**src/rtl/i2c_eng_pkg.sv**
```systemverilog
package i2c_eng_pkg;
    localparam int ENG_BYTE_W = 8;
    localparam int ENG_PHASES = 4;

    localparam int CTL_AAK  = 2;
    localparam int CTL_FLAG = 3;
    localparam int CTL_STP  = 4;
    localparam int CTL_STA  = 5;
    localparam int CTL_ENAB = 6;

    localparam logic [7:0] SC_START    = 8'h08;
    localparam logic [7:0] SC_RSTART   = 8'h10;
    localparam logic [7:0] SC_AW_ACK   = 8'h18;
    localparam logic [7:0] SC_AW_NAK   = 8'h20;
    localparam logic [7:0] SC_DW_ACK   = 8'h28;
    localparam logic [7:0] SC_DW_NAK   = 8'h30;
    localparam logic [7:0] SC_ARB      = 8'h38;
    localparam logic [7:0] SC_AR_ACK   = 8'h40;
    localparam logic [7:0] SC_AR_NAK   = 8'h48;
    localparam logic [7:0] SC_DR_ACK   = 8'h50;
    localparam logic [7:0] SC_DR_NAK   = 8'h58;
    localparam logic [7:0] SC_NONE     = 8'hF8;

    typedef enum logic [2:0] {
        ST_IDLE,
        ST_START_GEN,
        ST_HOLD,
        ST_SHIFT,
        ST_STOP_GEN
    } eng_state_t;
endpackage

```
**src/rtl/i2c_eng_phase.sv**
```systemverilog
module i2c_eng_phase #(
    parameter int PHASES = 4,
    localparam int QW = $clog2(PHASES)
) (
    input  logic          clk,
    input  logic          rst_n,
    input  logic          clr,
    input  logic          tick,
    output logic [QW-1:0] q
);
    always_ff @(posedge clk or negedge rst_n) begin
        if (!rst_n) begin
            q <= '0;
        end else if (clr) begin
            q <= '0;
        end else if (tick) begin
            if (q == QW'(PHASES - 1)) q <= '0;
            else                      q <= q + 1'b1;
        end
    end
endmodule

```
**src/rtl/i2c_eng_shifter.sv**
```systemverilog
module i2c_eng_shifter #(
    parameter int W = 8
) (
    input  logic         clk,
    input  logic         rst_n,
    input  logic         load,
    input  logic [W-1:0] load_val,
    input  logic         shift,
    input  logic         in_bit,
    output logic [W-1:0] value
);
    always_ff @(posedge clk or negedge rst_n) begin
        if (!rst_n)     value <= '0;
        else if (load)  value <= load_val;
        else if (shift) value <= {value[W-2:0], in_bit};
    end
endmodule

```
**src/rtl/i2c_byte_engine.sv**
```systemverilog
module i2c_byte_engine
    import i2c_eng_pkg::*;
(
    input  logic                  clk,
    input  logic                  rst_n,
    input  logic                  tick,
    input  logic                  reg_we,
    input  logic                  reg_sel,
    input  logic [ENG_BYTE_W-1:0] reg_wdata,
    output logic [7:0]            ctl_rd,
    output logic [ENG_BYTE_W-1:0] data_rd,
    output logic [7:0]            status_rd,
    output logic                  irq,
    input  logic                  sda_in,
    output logic                  scl_pull,
    output logic                  sda_pull
);
    localparam int QW = $clog2(ENG_PHASES);
    localparam int CW = $clog2(ENG_BYTE_W + 1);
    localparam logic [CW-1:0] LAST_BIT = CW'(ENG_BYTE_W);

    eng_state_t state_q, state_d;

    logic [7:0]            ctl_q;
    logic [ENG_BYTE_W-1:0] data_q;
    logic [7:0]            status_q;
    logic [CW-1:0]         bitcnt_q;
    logic                  rd_mode_q, addr_phase_q, restart_q;
    logic                  scl_lo_q, sda_lo_q;
    logic [QW-1:0]         q;
    logic [ENG_BYTE_W-1:0] sh_val;

    logic cmd, ctl_wr, at_rest, step_end, data_bit, tx_dir, arb_lost, ack_seen;

    assign ctl_wr   = reg_we && !reg_sel && at_rest;
    assign cmd      = ctl_wr && reg_wdata[CTL_ENAB] && !reg_wdata[CTL_FLAG];
    assign at_rest  = (state_q == ST_IDLE) || (state_q == ST_HOLD);
    assign step_end = tick && (q == QW'(ENG_PHASES - 1));
    assign data_bit = bitcnt_q < LAST_BIT;
    assign tx_dir   = addr_phase_q || !rd_mode_q;
    assign arb_lost = (state_q == ST_SHIFT) && step_end && data_bit && tx_dir
                      && !sda_lo_q && !sda_in;
    assign ack_seen = !sda_in;

    // next-state logic
    always_comb begin
        state_d = state_q;
        unique case (state_q)
            ST_IDLE:      if (cmd && reg_wdata[CTL_STA]) state_d = ST_START_GEN;
            ST_HOLD: begin
                if (cmd) begin
                    if (reg_wdata[CTL_STA])      state_d = ST_START_GEN;
                    else if (reg_wdata[CTL_STP]) state_d = ST_STOP_GEN;
                    else                         state_d = ST_SHIFT;
                end
            end
            ST_START_GEN: if (step_end) state_d = ST_HOLD;
            ST_SHIFT: begin
                if (arb_lost)                               state_d = ST_IDLE;
                else if (step_end && bitcnt_q == LAST_BIT) state_d = ST_HOLD;
            end
            ST_STOP_GEN:  if (step_end) state_d = ST_IDLE;
            default:      state_d = ST_IDLE;
        endcase
    end

    // state register
    always_ff @(posedge clk or negedge rst_n) begin
        if (!rst_n) state_q <= ST_IDLE;
        else        state_q <= state_d;
    end

    i2c_eng_phase #(.PHASES(ENG_PHASES)) u_phase (
        .clk   (clk),
        .rst_n (rst_n),
        .clr   (state_d != state_q),
        .tick  (tick),
        .q     (q)
    );

    i2c_eng_shifter #(.W(ENG_BYTE_W)) u_shift (
        .clk      (clk),
        .rst_n    (rst_n),
        .load     (state_q == ST_HOLD && state_d == ST_SHIFT),
        .load_val (data_q),
        .shift    (state_q == ST_SHIFT && step_end && data_bit && !arb_lost),
        .in_bit   (sda_in),
        .value    (sh_val)
    );

    // outputs and datapath
    always_ff @(posedge clk or negedge rst_n) begin
        if (!rst_n) begin
            ctl_q        <= '0;
            data_q       <= '0;
            status_q     <= SC_NONE;
            bitcnt_q     <= '0;
            rd_mode_q    <= 1'b0;
            addr_phase_q <= 1'b0;
            restart_q    <= 1'b0;
            scl_lo_q     <= 1'b0;
            sda_lo_q     <= 1'b0;
        end else begin
            if (reg_we && reg_sel && at_rest) data_q <= reg_wdata;
            if (ctl_wr) begin
                ctl_q <= reg_wdata[7:0];
                ctl_q[CTL_FLAG] <= reg_wdata[CTL_FLAG] & ctl_q[CTL_FLAG];
            end
            if (at_rest && state_d != state_q) begin
                status_q  <= SC_NONE;
                bitcnt_q  <= '0;
                restart_q <= (state_q == ST_HOLD);
            end
            if (tick) begin
                unique case (state_q)
                    ST_START_GEN: begin
                        unique case (q)
                            2'd0: sda_lo_q <= 1'b0;
                            2'd1: scl_lo_q <= 1'b0;
                            2'd2: sda_lo_q <= 1'b1;
                            default: begin
                                scl_lo_q       <= 1'b1;
                                status_q       <= restart_q ? SC_RSTART : SC_START;
                                ctl_q[CTL_FLAG] <= 1'b1;
                                ctl_q[CTL_STA] <= 1'b0;
                                addr_phase_q   <= 1'b1;
                            end
                        endcase
                    end
                    ST_SHIFT: begin
                        unique case (q)
                            2'd0: scl_lo_q <= 1'b1;
                            2'd1: begin
                                if (data_bit) sda_lo_q <= tx_dir ? ~sh_val[ENG_BYTE_W-1] : 1'b0;
                                else          sda_lo_q <= tx_dir ? 1'b0 : ctl_q[CTL_AAK];
                            end
                            2'd2: scl_lo_q <= 1'b0;
                            default: begin
                                if (arb_lost) begin
                                    scl_lo_q        <= 1'b0;
                                    sda_lo_q        <= 1'b0;
                                    status_q        <= SC_ARB;
                                    ctl_q[CTL_FLAG] <= 1'b1;
                                    addr_phase_q    <= 1'b0;
                                    rd_mode_q       <= 1'b0;
                                end else if (data_bit) begin
                                    bitcnt_q <= bitcnt_q + 1'b1;
                                end else begin
                                    scl_lo_q        <= 1'b1;
                                    ctl_q[CTL_FLAG] <= 1'b1;
                                    addr_phase_q    <= 1'b0;
                                    if (addr_phase_q) begin
                                        rd_mode_q <= sh_val[0];
                                        if (sh_val[0]) status_q <= ack_seen ? SC_AR_ACK : SC_AR_NAK;
                                        else           status_q <= ack_seen ? SC_AW_ACK : SC_AW_NAK;
                                    end else if (!rd_mode_q) begin
                                        status_q <= ack_seen ? SC_DW_ACK : SC_DW_NAK;
                                    end else begin
                                        data_q   <= sh_val;
                                        status_q <= ctl_q[CTL_AAK] ? SC_DR_ACK : SC_DR_NAK;
                                    end
                                end
                            end
                        endcase
                    end
                    ST_STOP_GEN: begin
                        unique case (q)
                            2'd0: scl_lo_q <= 1'b1;
                            2'd1: sda_lo_q <= 1'b1;
                            2'd2: scl_lo_q <= 1'b0;
                            default: begin
                                sda_lo_q       <= 1'b0;
                                status_q       <= SC_NONE;
                                ctl_q[CTL_STP] <= 1'b0;
                                addr_phase_q   <= 1'b0;
                                rd_mode_q      <= 1'b0;
                            end
                        endcase
                    end
                    default: ;
                endcase
            end
        end
    end

    assign ctl_rd    = ctl_q;
    assign data_rd   = data_q;
    assign status_rd = status_q;
    assign irq       = ctl_q[CTL_FLAG];
    assign scl_pull  = scl_lo_q;
    assign sda_pull  = sda_lo_q;
endmodule

```
**config.mk**
```make
export PLATFORM = sky130hd
export DESIGN_NAME = i2c_byte_engine
export DESIGN_NICKNAME = d
export VERILOG_FILES = /design/src/rtl/i2c_eng_pkg.sv /design/src/rtl/i2c_eng_phase.sv /design/src/rtl/i2c_eng_shifter.sv /design/src/rtl/i2c_byte_engine.sv
export SDC_FILE = /design/constraint.sdc
export NUM_CORES = 1
export LEC_CHECK = 0
export ABC_AREA = 0
export BUFFER_PORTS_ARGS = -buffer_cell sky130_fd_sc_hd__clkbuf_2
export CAP_MARGIN = 20
export CORE_MARGIN = 2
export CORE_UTILIZATION = 30
export CTS_CLUSTER_DIAMETER = 60
export DETAILED_ROUTE_END_ITERATION = 10
export SLEW_MARGIN = 20
export SYNTH_ARGS = -nofsm -noshare
export SYNTH_HDL_FRONTEND = slang
export SYNTH_SLANG_ARGS = --single-unit
```
**constraint.sdc**
```tcl
create_clock -name clk -period 1.97 [get_ports clk]
set_input_delay 0 -clock clk [delete_from_list [all_inputs] [get_ports clk]]
set_output_delay 0 -clock clk [all_outputs]
set_load 0.01 [all_outputs]
```
# Word-level counts from Yosys, hierarchy flattened
# Cells that the tools add are included.
[totals] register_bits=46
[classes] addsub=2 n_bitwise=2 magnitude_cmp=1 n_reduce_logical=37 mux=80 eq_ne=23
[op_table] op="8-bit two-way mux" n=18
[op_table] op="4-bit two-way mux" n=8
[op_table] op="3-bit two-way mux" n=9
[op_table] op="8-bit case mux with 3 select lines" n=1
[op_table] op="6-bit AND reduction" n=4
[op_table] op="1-bit two-way mux" n=23
[op_table] op="1-bit logical AND" n=17
[op_table] op="3-bit case mux with 5 select lines" n=1
[op_table] op="7-bit two-way mux" n=2
[op_table] op="2-bit != test (second input constant)" n=7
[op_table] op="1-bit case mux with 2 select lines" n=7
[op_table] op="6-bit two-way mux" n=2
[op_table] op="3-bit != test (second input constant)" n=4
[op_table] op="1-bit case mux with 3 select lines" n=4
[op_table] op="5-bit two-way mux" n=2
[op_table] op="3-bit by 2-bit == test with 1-bit output (second input constant)" n=3
[op_table] op="1-bit zero test" n=6
[op_table] op="2-bit two-way mux" n=3
[op_table] op="2-bit nonzero test" n=3
[op_table] op="5-bit by 3-bit != test with 1-bit output (second input constant)" n=1
[op_table] op="4-bit by 1-bit adder with 4-bit output (second input constant)" n=1
[op_table] op="2-bit == test (second input constant)" n=2
[op_table] op="4-bit == test (second input constant)" n=1
[op_table] op="4-bit less-than comparator (second input constant)" n=1
[op_table] op="14 further kinds" n=15

# Logic depth before layout (Yosys ltp)
# Gate-level depths: netlist (run 1).
[depth] word_depth=17 depth_mapped=8

# Cells and area by module
# Synthesis (run 1) repeated with hierarchy kept, for this count alone.
[unflattened] hier_cells=273 area_unflattened_um2=2665.1
[by_module_without_submodules] mod="i2c_byte_engine" cells_each=231 instances=1 seq_area_each_um2=907.1 area_per_inst_um2=2192.1
[by_module_without_submodules] mod="i2c_eng_shifter" cells_each=34 instances=1 seq_area_each_um2=200.2 area_per_inst_um2=372.9
[by_module_without_submodules] mod="i2c_eng_phase" cells_each=8 instances=1 seq_area_each_um2=50.0 area_per_inst_um2=100.1

# Least setup slack after synthesis (run 1)
# OpenSTA, ideal clock, no wires.
[synth_path] kind="flip-flop to flip-flop" startpoint="reg state_q[0]" endpoint="reg u_shift.value[0]" setup_ns=0.126 n_path_buf=1 path_slack_ns=-0.061 arrival_ns=1.905 stages_incl_launch_ff=6 path_cell_list="dfrtp_1 -> or4b_4 -> buf_6 -> nor4_4 -> nor2_4 -> a221o_1"
[synth_between] elab_chain_len=11
[synth_rtl] element="start, declared" line="i2c_byte_engine.sv:22" rtl="eng_state_t state_q, state_d;"
[synth_rtl] element="start signal, assigned" line="i2c_byte_engine.sv:70" rtl="else state_q <= state_d;"
[synth_rtl] element="3-bit by 2-bit == test with 1-bit output, or another cell as far along" line="i2c_byte_engine.sv:41, i2c_byte_engine.sv:48, i2c_byte_engine.sv:86"
[synth_rtl] element="1-bit logical AND or 1-bit logical OR (tied branches)" line="i2c_byte_engine.sv:41, i2c_byte_engine.sv:86, i2c_byte_engine.sv:37"
[synth_rtl] element="1-bit logical AND, on equally long branches" line="i2c_byte_engine.sv:41, i2c_byte_engine.sv:86, i2c_byte_engine.sv:35"
[synth_rtl] element="1-bit logical AND, on equally long branches" line="i2c_byte_engine.sv:41, i2c_byte_engine.sv:36"
[synth_rtl] element="1-bit logical AND, on equally long branches" line="i2c_byte_engine.sv:42, i2c_byte_engine.sv:36"
[synth_rtl] element="1-bit logical AND, on equally long branches" line="i2c_byte_engine.sv:42, i2c_byte_engine.sv:49"
[synth_rtl] element="3-bit two-way mux, on equally long branches" line="i2c_byte_engine.sv:59, i2c_byte_engine.sv:49"
[synth_rtl] element="3-bit case mux with 5 select lines" line="i2c_byte_engine.sv:48" rtl="unique case (state_q)"
[synth_rtl] element="3-bit by 2-bit == test with 1-bit output" line="i2c_byte_engine.sv:84" rtl=".load (state_q == ST_HOLD && state_d == ST_SHIFT),"
[synth_rtl] element="1-bit logical AND" line="i2c_byte_engine.sv:84"
[synth_rtl] element="8-bit two-way mux or 2-bit nonzero test (tied branches)"
[synth_rtl] element="end signal, assigned" line="i2c_eng_shifter.sv:14" rtl="else if (load) value <= load_val;"
[synth_rtl] element="end signal, assigned" line="i2c_eng_shifter.sv:15" rtl="else if (shift) value <= {value[W-2:0], in_bit};"
[synth_rtl] element="end, declared" line="i2c_eng_shifter.sv:10" rtl="output logic [W-1:0] value"
# Several ways; a longest one is shown, not always the timed one.
# A chain may end at the register's enable or synchronous reset.

# Final worst setup path (run 1)
[layout_path] startpoint="reg state_q[0]" endpoint="reg restart_q"
[layout_between] elab_chain_len=10
[layout_rtl] element="3-bit by 2-bit == test with 1-bit output, or another cell as far along" line="i2c_byte_engine.sv:41, i2c_byte_engine.sv:48"
[layout_rtl] element="1-bit logical AND or 1-bit logical OR (tied branches)" line="i2c_byte_engine.sv:41, i2c_byte_engine.sv:37"
[layout_rtl] element="1-bit logical AND, on equally long branches" line="i2c_byte_engine.sv:41, i2c_byte_engine.sv:35"
[layout_rtl] element="1-bit logical AND, on equally long branches" line="i2c_byte_engine.sv:41, i2c_byte_engine.sv:36"
[layout_rtl] element="1-bit logical AND, on equally long branches" line="i2c_byte_engine.sv:42, i2c_byte_engine.sv:36"
[layout_rtl] element="1-bit logical AND, on equally long branches" line="i2c_byte_engine.sv:42, i2c_byte_engine.sv:49"
[layout_rtl] element="3-bit two-way mux, on equally long branches" line="i2c_byte_engine.sv:59, i2c_byte_engine.sv:49"
[layout_rtl] element="3-bit case mux with 5 select lines" line="i2c_byte_engine.sv:48"
[layout_rtl] element="3-bit != test" line="i2c_byte_engine.sv:109" rtl="if (at_rest && state_d != state_q) begin"
[layout_rtl] element="1-bit logical AND" line="i2c_byte_engine.sv:109"
[layout_rtl] element="end signal, assigned" line="i2c_byte_engine.sv:112" rtl="restart_q <= (state_q == ST_HOLD);"
[layout_rtl] element="end, declared" line="i2c_byte_engine.sv:28" rtl="logic rd_mode_q, addr_phase_q, restart_q;"
# Several ways; a longest one is shown, not always the timed one.

==> results.py, run 1 <==
metrics = {
    "cts": {
        "clock-root-buffer": "clkbuf_8",
        "cts_buffers": 5,
        "numClockSinks": 46,
        "cts_tree": "yes",
        "clk_pin_slew_ns": 0.09,
        "clock_latency_ns": 0.30,
        "clock_path_buffers": 2,
        "cts_htree_levels": 2,
    },
    "sta": {
        "finClkSkew_ns": 0.00772,
        "rsz0062_at_grt": "yes",
        "max_freq_ghz": 0.520,
        "post-route-period-util_pct": 97.6,
        "min_period_ns": 1.92,
        "setup_viol": 0,
        "maxSlewHeadroom_pct": 57.8,
        "hold_violations": 0,
        "worst_pin_slew_ns": 0.624,
        "report.final.slew_viol_count": 0,
        "worst_slack_ns": 0.0478,
    },
    "finish": {
        "seq_area_um2": 1160,
        "final_core_util_pct": 39.5,
        "multiInputGateArea_um2": 1410,
        "final_nets": 368,
        "nFillCells": 881,
        "drive_above_1_share_pct": 31.9,
        "syn2layout_area_growth_pct": 28.5,
        "num_antenna_cells": 0,
    },
    "run_status": {
        "status": "complete, no violations",
    },
    "grt": {
        "grt_pass1_vias": 2251,
        "antenna_found_initial": 0,
        "grt_pass1_wl_um": 11700,
        "grt_start_max_net_pins": 25,
        "gr-total-overflow": 0,
        "grt.total_usage_pct": 14.9,
    },
    "detailed_routing": {
        "drt_wl_total_um": 7180,
        "via_count": 2418,
        "drc": 0,
        "vias_per_cell": 5.34,
        "routedWlPerCell_um": 15.8,
        "drtIter0Drc": 265,
        "drt-pass1-iter-count": 4,
        "antenna_left": 0,
    },
    "power_and_ir_drop": {
        "fin_total_pwr_mw": 3.72,
        "powerDensity_nw_per_um2": 1090,
        "irDropWorstVdd_mv": 0.588,
        "leakage_nw": 1.58,
    },
    "synth": {
        "yosysWarnings": 0,
        "synthArstFlopShare_pct": 100,
        "synth_enable_flop_cells": 0,
        "synth_top_flop_cell": "dfrtp_1",
        "syn_area_um2": 2660,
        "synthTopCellsByCount": "dfrtp_1, o21ai_0, nand2_1, nor2_1, inv_1",
        "synthDominantCellAreaShare_pct": 38.6,
        "syn_inst": 275,
        "avgSynthCellArea_um2": 9.66,
        "yosysSeqAreaShare_pct": 43.5,
        "yosysTopAreaCell": "dfrtp_1",
        "synth_seq_cells": 46,
        "syn_nets": 298,
        "synth_cell_type_count": 65,
        "synth.most_common_cell": "dfrtp_1",
        "synth_area_leaders": "dfrtp_1, dfstp_2, mux2i_1",
    },
    "worst_setup_path": {
        "cp_slowest_stage_delay_ns": 0.58,
        "slowest_stage": "or4b_4",
        "worst-setup-path-type": "reg -> reg",
        "cp.arrival_ns": 2.11,
        "crit_buf_inv": 1,
        "end_kind": "register",
        "cp_top_family": "simple AND/OR/NAND/NOR gates",
        "rr_startpoint": "state_q[0]$_DFF_PN0_",
        "required_ns": 2.16,
        "crit_chain": "or4b_4, nor3b_4, and2b_2, buf_12, mux2_4",
        "critPathLaunchType": "register",
        "cp-startpoint": "state_q[0]$_DFF_PN0_",
        "cp_max_fo": 6,
    },
    "floorplan": {
        "io_pins": 41,
        "die_width_um": 98.1,
        "row_count": 34,
        "start_util_pct": 30.8,
        "die_area_um2": 9630,
        "die_h_um": 98.1,
        "core_um2": 8640,
    },
    "placed_design": {
        "dp_hpwl_um": 5330,
        "gp_congestion": 0.937,
        "place_ws_ns": 0.00218,
        "place.port_buffers": 40,
    },
    "min_path": {
        "hp-start": "reg_wdata[6]",
        "hold_class": "in -> reg",
    },
    "run": {
        "maxCapViolations": 0,
    },
}
-- through the flow --
step | hold slack, ns | instance area, um2 | instances | setup TNS [ns]
after floorplan | -0.296 | 2660 | 275 | -0.0611
after global placement | 0.0177 | 3170 | 438 | 0
after detailed placement | 0.0224 | 3170 | 438 | 0
after CTS | 0.0156 | 3330 | 450 | 0
after global routing | 0.00822 | 3410 | 453 | -0.0222
final | 0.00661 | 3410 | 453 | 0
-- flip-flops by register name, indices dropped and copies added, names as in the netlist, 2 cells and up --
name           cells
bitcnt_q           4
ctl_rd             8
data_rd            8
state_q            3
status_rd          8
u_phase.q          2
u_shift.value      8
-- cells in the final DEF (no fill, tap or decap), types with 6 or more instances in the layout --
cell type	instances
dfrtp_1	40
clkbuf_2	40
buf_4	30
nand2_1	23
o21ai_0	23
nor2_1	17
inv_1	15
mux2i_1	12
a21oi_1	10
a21o_1	8
ha_1	8
a22o_1	7
nor3_1	6
o22ai_1	6
mux2_2	6
clkbuf_8	6
-- timing repair --
item	CTS	global route
endpoints found under the hold margin	19	0
setup endpoints to repair	1	22
setup buffers	0	2
resized for setup	0	12
hold buffers	5	0
cloned	0	1
pin swaps	1	0
-- final timing paths --
kind                            slack (ns)  cells past startpoint                      to
worst max-delay path                  0.05                      5   restart_q$_DFFE_PN0P_
worst min-delay path                 0.007                      2   ctl_rd[6]$_DFFE_PN0N_
worst max register to register        0.05                      5   restart_q$_DFFE_PN0P_
worst min register to register        0.49                      1  status_rd[0]$_DFF_PN0_
max in group asynchronous             1.14                      3    data_rd[7]$_DFF_PN0_
min in group asynchronous             0.23                      2   restart_q$_DFFE_PN0P_
-- cell type report --
cell class / instances / share of cell area [%]
Tap cell: 108 / 3.96
Timing Repair Buffer: 78 / 15.8
Sequential cell: 46 / 33.9
Clock inverter: 1 / 0.879
Inverter: 15 / 1.65
Clock buffer: 6 / 2.42
Multi-Input combinational cell: 199 / 41.3
-- report_power, final --
| group | leakage (nW) | switching, mW | internal [mW] |
|---|---|---|---|
| logic | 0.953 | 0.829 | 0.674 |
| clock network | 0.0573 | 0.326 | 0.407 |
| registers | 0.572 | 0.235 | 1.25 |
| total | 1.58 | 1.39 | 2.33 |
-- logic make-up (layout without fill, tap and decap cells) --
| group | after synthesis | count (layout) | share of synthesized area [%] |
|---|---|---|---|
| AO/OA/AOI/OAI | 86 | 86 | 22.2 |
| XOR/XNOR | 1 | 1 | 0.330 |
| adder cells (fa/ha/maj) | 9 | 9 | 4.24 |
| buffers and inverters | 30 | 100 | 4.85 |
| flip-flops | 46 | 46 | 43.5 |
| multiplexers | 19 | 19 | 7.49 |
| AND/OR/NAND/NOR | 84 | 84 | 17.4 |
-- routing by layer --
metal	part of all wire (%)	GRT usage [%]
met5	0	0
met4	0.74	3.53
met3	5.5	2.43
met2	47	22.7
met1	47	22.3
No activity file was read; power rests on OpenSTA's default activity.
==> inputs of run 2 (changes only) <==
Settings changed: GPL_TIMING_DRIVEN set to 0.
==> results.py, run 2 (synthesized netlist as in run 1, its figures left out) <==
metrics = {
    "sta": {
        "hold_violations": 0,
        "setup_viol": 0,
        "report.final.slew_viol_count": 0,
        "max_freq_ghz": 0.527,
        "min_period_ns": 1.90,
        "fin_setup_tns_ns": 0,
        "post-route-period-util_pct": 96.4,
        "worst_pin_slew_ns": 0.658,
        "maxSlewHeadroom_pct": 56.1,
        "finClkSkew_ns": 0.0106,
    },
    "cts": {
        "cts_buffers": 5,
        "clock_path_buffers": 2,
        "clock_latency_ns": 0.30,
        "cts_tree": "yes",
        "clock-root-buffer": "clkbuf_8",
        "numClockSinks": 46,
        "cts_htree_levels": 2,
        "clk_pin_slew_ns": 0.09,
    },
    "power_and_ir_drop": {
        "clockPowerShare_pct": 16.5,
        "powerDensity_nw_per_um2": 1070,
        "p_switching_mw": 1.44,
        "irDropWorstVdd_mv": 0.450,
        "leakage_nw": 1.54,
        "fin_total_pwr_mw": 3.58,
        "intPower_mw": 2.15,
        "switching_share_pct": 40.1,
        "combPwrFrac_pct": 42.2,
        "pwr-share-seq_pct": 41.3,
    },
    "worst_setup_path": {
        "required_ns": 2.16,
        "cp-startpoint": "state_q[2]$_DFF_PN0_",
        "critPathLaunchType": "register",
        "rr_startpoint": "state_q[2]$_DFF_PN0_",
        "crit_chain": "or4b_4, nor3b_4, and2b_2, buf_8, nor2_2, and2_1",
        "end_kind": "register",
        "slowest_stage": "or4b_4",
        "worst-setup-path-type": "reg -> reg",
        "cp_slowest_stage_delay_ns": 0.54,
        "cp_max_fo": 5,
        "cp.arrival_ns": 2.09,
    },
    "finish": {
        "final_nets": 358,
        "num_antenna_cells": 0,
        "syn2layout_area_growth_pct": 26.1,
        "layout_commonest_cell": "clkbuf_2",
        "drive_above_1_share_pct": 31.0,
        "layout_common_cells": "clkbuf_2, dfrtp_1, o21ai_0, nand2_1",
        "nFillCells": 851,
    },
    "floorplan": {
        "die_h_um": 98.1,
        "die_width_um": 98.1,
        "row_count": 34,
        "io_pins": 41,
        "start_util_pct": 30.8,
        "core_um2": 8640,
        "die_area_um2": 9630,
    },
    "detailed_routing": {
        "via_count": 2370,
        "drtIter0Drc": 194,
        "drt_wl_total_um": 7270,
        "vias_per_cell": 5.34,
        "antenna_left": 0,
        "routedWlPerCell_um": 16.4,
        "drc": 0,
        "drt-pass1-iter-count": 5,
    },
    "grt": {
        "gr-total-overflow": 0,
        "grt_pass1_vias": 2308,
        "grt.total_usage_pct": 15.3,
        "antenna_found_initial": 0,
        "grt_pass1_wl_um": 11900,
        "grt_start_max_net_pins": 47,
    },
    "placed_design": {
        "place.port_buffers": 39,
        "gp_congestion": 0.869,
        "dp_hpwl_um": 5110,
    },
    "run_status": {
        "status": "complete, no violations",
    },
    "run": {
        "maxCapViolations": 0,
    },
    "min_path": {
        "hp-start": "reg_wdata[5]",
        "hold_class": "in -> reg",
    },
}
==> run 2: layout make-up <==
cell class	instances	area (um2)	area share (%)
Multi-Input combinational cell	199	1460	43.7
Sequential cell	46	1160	34.6
Timing Repair Buffer	56	374	11.2
Tap cell	108	135	4.03
Buffer	12	76.3	2.28
Clock buffer	6	72.6	2.17
Inverter	15	56.3	1.68
Clock inverter	2	13.8	0.411
==> run 2: routing by layer <==
| metal | track usage [%] | up-vias | part of all wire [%] |
|---|---|---|---|
| met1 | 21.6 | 1153 | 46 |
| met2 | 24.2 | 84 | 48 |
| met5 | 0 | - | 0 |
| met3 | 3.29 | 10 | 5.6 |
| li1 | - | 1123 | - |
| met4 | 3.53 | 0 | 1.1 |
==> run 2: final timing paths <==
path,depth (start not counted),endpoint,slack (ns)
max reg2reg,6,status_rd[1]$_DFF_PN0_,0.07
max in group asynchronous,2,state_q[2]$_DFF_PN0_,1.20
min reg2reg,1,status_rd[2]$_DFF_PN0_,0.50
max,6,status_rd[1]$_DFF_PN0_,0.07
min in group asynchronous,2,u_phase.q[1]$_DFFE_PN0P_,0.29
min,3,state_q[0]$_DFF_PN0_,0.05
==> run 2: critical path, delay by kind of cell (launching register included) <==
kind | cells | cell delay, ns
and+or+nand+nor | 5 | 1.21
DFF | 1 | 0.44
buffers and inverters | 1 | 0.14
==> run 2: repair_timing <==
| item | 4_1_cts | 5_1_grt |
|---|---|---|
| gates cloned | 0 | 1 |
| pin swaps | 5 | 6 |
| hold buffers | 6 | 0 |
| endpoints found under the setup margin | 35 | 34 |
| resized for setup | 20 | 23 |
| setup buffers | 8 | 2 |
| hold endpoints to repair | 46 | 0 |
==> run 2: metrics by stage <==
step,hold WS (ns),std cells,setup slack [ns],area (um2),utilization (%)
floorplan,-0.296,275,-0.0611,2660,-
global placement,0.255,422,-0.576,2990,34.6
detailed placement,0.108,422,-0.526,2990,34.6
CTS,0.0595,442,-0.0124,3280,38.0
global route,0.0916,444,-0.000837,3350,38.8
finish,0.0547,444,0.0716,3350,38.8
==> run 2: power groups by stage <==
stage          clock network, mW  logic (mW)  registers (mW)
3_3_place_gp                   0        1.35            1.49
6_report                   0.590        1.51            1.48
4_1_cts                    0.604        1.46            1.47
5_1_grt                    0.641        1.66            1.53
3_5_place_dp                   0        1.35            1.50
2_1_floorplan                  0       0.788            1.55
==> inputs of run 3 (changes only) <==
Settings changed: RECOVER_POWER set to 100.
==> results.py, run 3 (synthesized netlist as in run 1, its figures left out) <==
metrics = {
    "run_status": {
        "status": "complete, no violations",
    },
    "sta": {
        "post-route-period-util_pct": 96.2,
        "hold_violations": 0,
        "finClkSkew_ns": 0.0105,
        "min_period_ns": 1.89,
        "setup_viol": 0,
        "worst_pin_slew_ns": 1.17,
        "report.final.slew_viol_count": 0,
        "holdWs_ns": 0.0570,
        "maxSlewHeadroom_pct": 22.0,
        "worst_slack_ns": 0.0753,
        "max_freq_ghz": 0.528,
    },
    "grt": {
        "use_met3_pct": 3.29,
        "grtUsageMet2_pct": 24.2,
        "met1_usage_pct": 21.6,
        "grt_start_max_net_pins": 47,
        "grt_pass1_vias": 2308,
        "gr-total-overflow": 0,
        "top_usage_layer": "met2",
        "grt.total_usage_pct": 15.3,
        "grt_pass1_wl_um": 11900,
        "antenna_found_initial": 0,
    },
    "cts": {
        "clock_latency_ns": 0.30,
        "numClockSinks": 46,
        "clock-root-buffer": "clkbuf_8",
        "clk_pin_slew_ns": 0.09,
        "clock_path_buffers": 2,
        "cts_htree_levels": 2,
        "cts_buffers": 5,
        "cts_tree": "yes",
    },
    "floorplan": {
        "die_h_um": 98.1,
        "die_area_um2": 9630,
        "die_width_um": 98.1,
        "start_util_pct": 30.8,
        "row_count": 34,
        "io_pins": 41,
        "core_um2": 8640,
    },
    "finish": {
        "drive_above_1_share_pct": 22.3,
        "num_antenna_cells": 0,
        "layout_common_cells": "dfrtp_1, clkbuf_1, o21ai_0, clkbuf_2, nand2_1",
        "final_nets": 358,
        "layout_commonest_cell": "dfrtp_1",
        "instances_no_fill": 444,
        "final_core_util_pct": 38.3,
        "syn2layout_area_growth_pct": 24.6,
    },
    "worst_setup_path": {
        "crit_chain": "or4b_4, nor3b_4, and2b_2, buf_8, nor2_2, and2_1",
        "slowest_stage": "or4b_4",
        "end_kind": "register",
        "critPathLaunchType": "register",
        "worst-setup-path-type": "reg -> reg",
        "crit_buf_inv": 1,
        "cp_slowest_stage_delay_ns": 0.54,
        "cp_top_family": "simple AND/OR/NAND/NOR gates",
        "cp.arrival_ns": 2.09,
        "cp_max_fo": 5,
        "required_ns": 2.16,
    },
    "power_and_ir_drop": {
        "switching_share_pct": 40.7,
        "intPower_mw": 2.08,
        "combPwrFrac_pct": 41.5,
        "powerDensity_nw_per_um2": 1060,
        "pwr-share-seq_pct": 41.7,
        "leakage_nw": 1.46,
        "clockPowerShare_pct": 16.8,
        "irDropWorstVdd_mv": 0.437,
        "p_switching_mw": 1.43,
    },
    "detailed_routing": {
        "antenna_left": 0,
        "routedWlPerCell_um": 16.4,
        "vias_per_cell": 5.37,
        "drc": 0,
        "drt_wl_total_um": 7270,
        "drtIter0Drc": 176,
        "via_count": 2386,
        "drt-pass1-iter-count": 5,
    },
    "placed_design": {
        "placed_cells": 422,
        "gp_congestion": 0.869,
        "dp_hpwl_um": 5110,
        "place.port_buffers": 39,
        "place_ws_ns": -0.526,
    },
    "run": {
        "maxCapViolations": 0,
    },
    "min_path": {
        "hold_class": "in -> reg",
    },
}
-- run 3: cell types whose count changed in the layout (fill, tap and decap cells not counted), sizes merged --
cell / delta
clkbuf: +2
buf: -2
-- run 3: per-stage QoR --
step	TNS, ns	cell area, um2	power (mW)
CTS	-0.0313	3280	3.53
detailed placement	-9.52	2990	2.85
global route	-0.000735	3310	3.77
finish	0	3310	3.52
floorplan	-0.0611	2660	2.34
global placement	-9.71	2990	2.84
-- run 3: final timing paths --
kind	start	endpoint	slack, ns	cells past startpoint
min in group asynchronous	rst_n	u_phase.q[1]$_DFFE_PN0P_	0.47	2
max in group asynchronous	rst_n	state_q[2]$_DFF_PN0_	0.71	2
worst min-delay path	reg_wdata[5]	state_q[0]$_DFF_PN0_	0.06	3
worst max-delay path	state_q[2]$_DFF_PN0_	status_rd[1]$_DFF_PN0_	0.08	6
worst min register to register	status_rd[1]$_DFF_PN0_	status_rd[1]$_DFF_PN0_	0.50	1
worst max register to register	state_q[2]$_DFF_PN0_	status_rd[1]$_DFF_PN0_	0.08	6
-- run 3: area by class of cell --
type | instances | area (um2)
Buffer | 12 | 76.3
Clock buffer | 6 | 72.6
Clock inverter | 2 | 13.8
Fill cell | 860 | 5330
Inverter | 15 | 56.3
Multi-Input combinational cell | 199 | 1460
Sequential cell | 46 | 1160
Tap cell | 108 | 135
Timing Repair Buffer | 56 | 337
-- run 3: worst register-to-register path, delay by kind of cell (launching register included) --
family,cells,cell delay [ns]
buffers and inverters,1,0.14
and+or+nand+nor,5,1.21
DFF,1,0.44
-- run 3: repair_timing --
| item | in CTS | in global routing |
|---|---|---|
| gates resized for setup | 20 | 23 |
| gates cloned | 0 | 1 |
| setup buffers | 8 | 2 |
| endpoints found under the setup margin | 35 | 34 |
| pin swaps | 5 | 6 |
| hold endpoints to repair | 46 | 0 |
| hold buffers | 6 | 0 |
-- run 3: routing by layer --
metal | share of wire [%] | routed length [um]
met2 | 48 | 3490
met1 | 45 | 3290
met5 | 0 | 0
met3 | 5.5 | 401
met4 | 1.1 | 79
-- run 3: power by group through the flow --
stage / clock network, mW / logic (mW) / registers, mW
floorplan: 0 / 0.788 / 1.55
global placement: 0 / 1.35 / 1.49
detailed placement: 0 / 1.35 / 1.50
CTS: 0.604 / 1.46 / 1.47
global route: 0.641 / 1.61 / 1.51
finish: 0.590 / 1.46 / 1.47
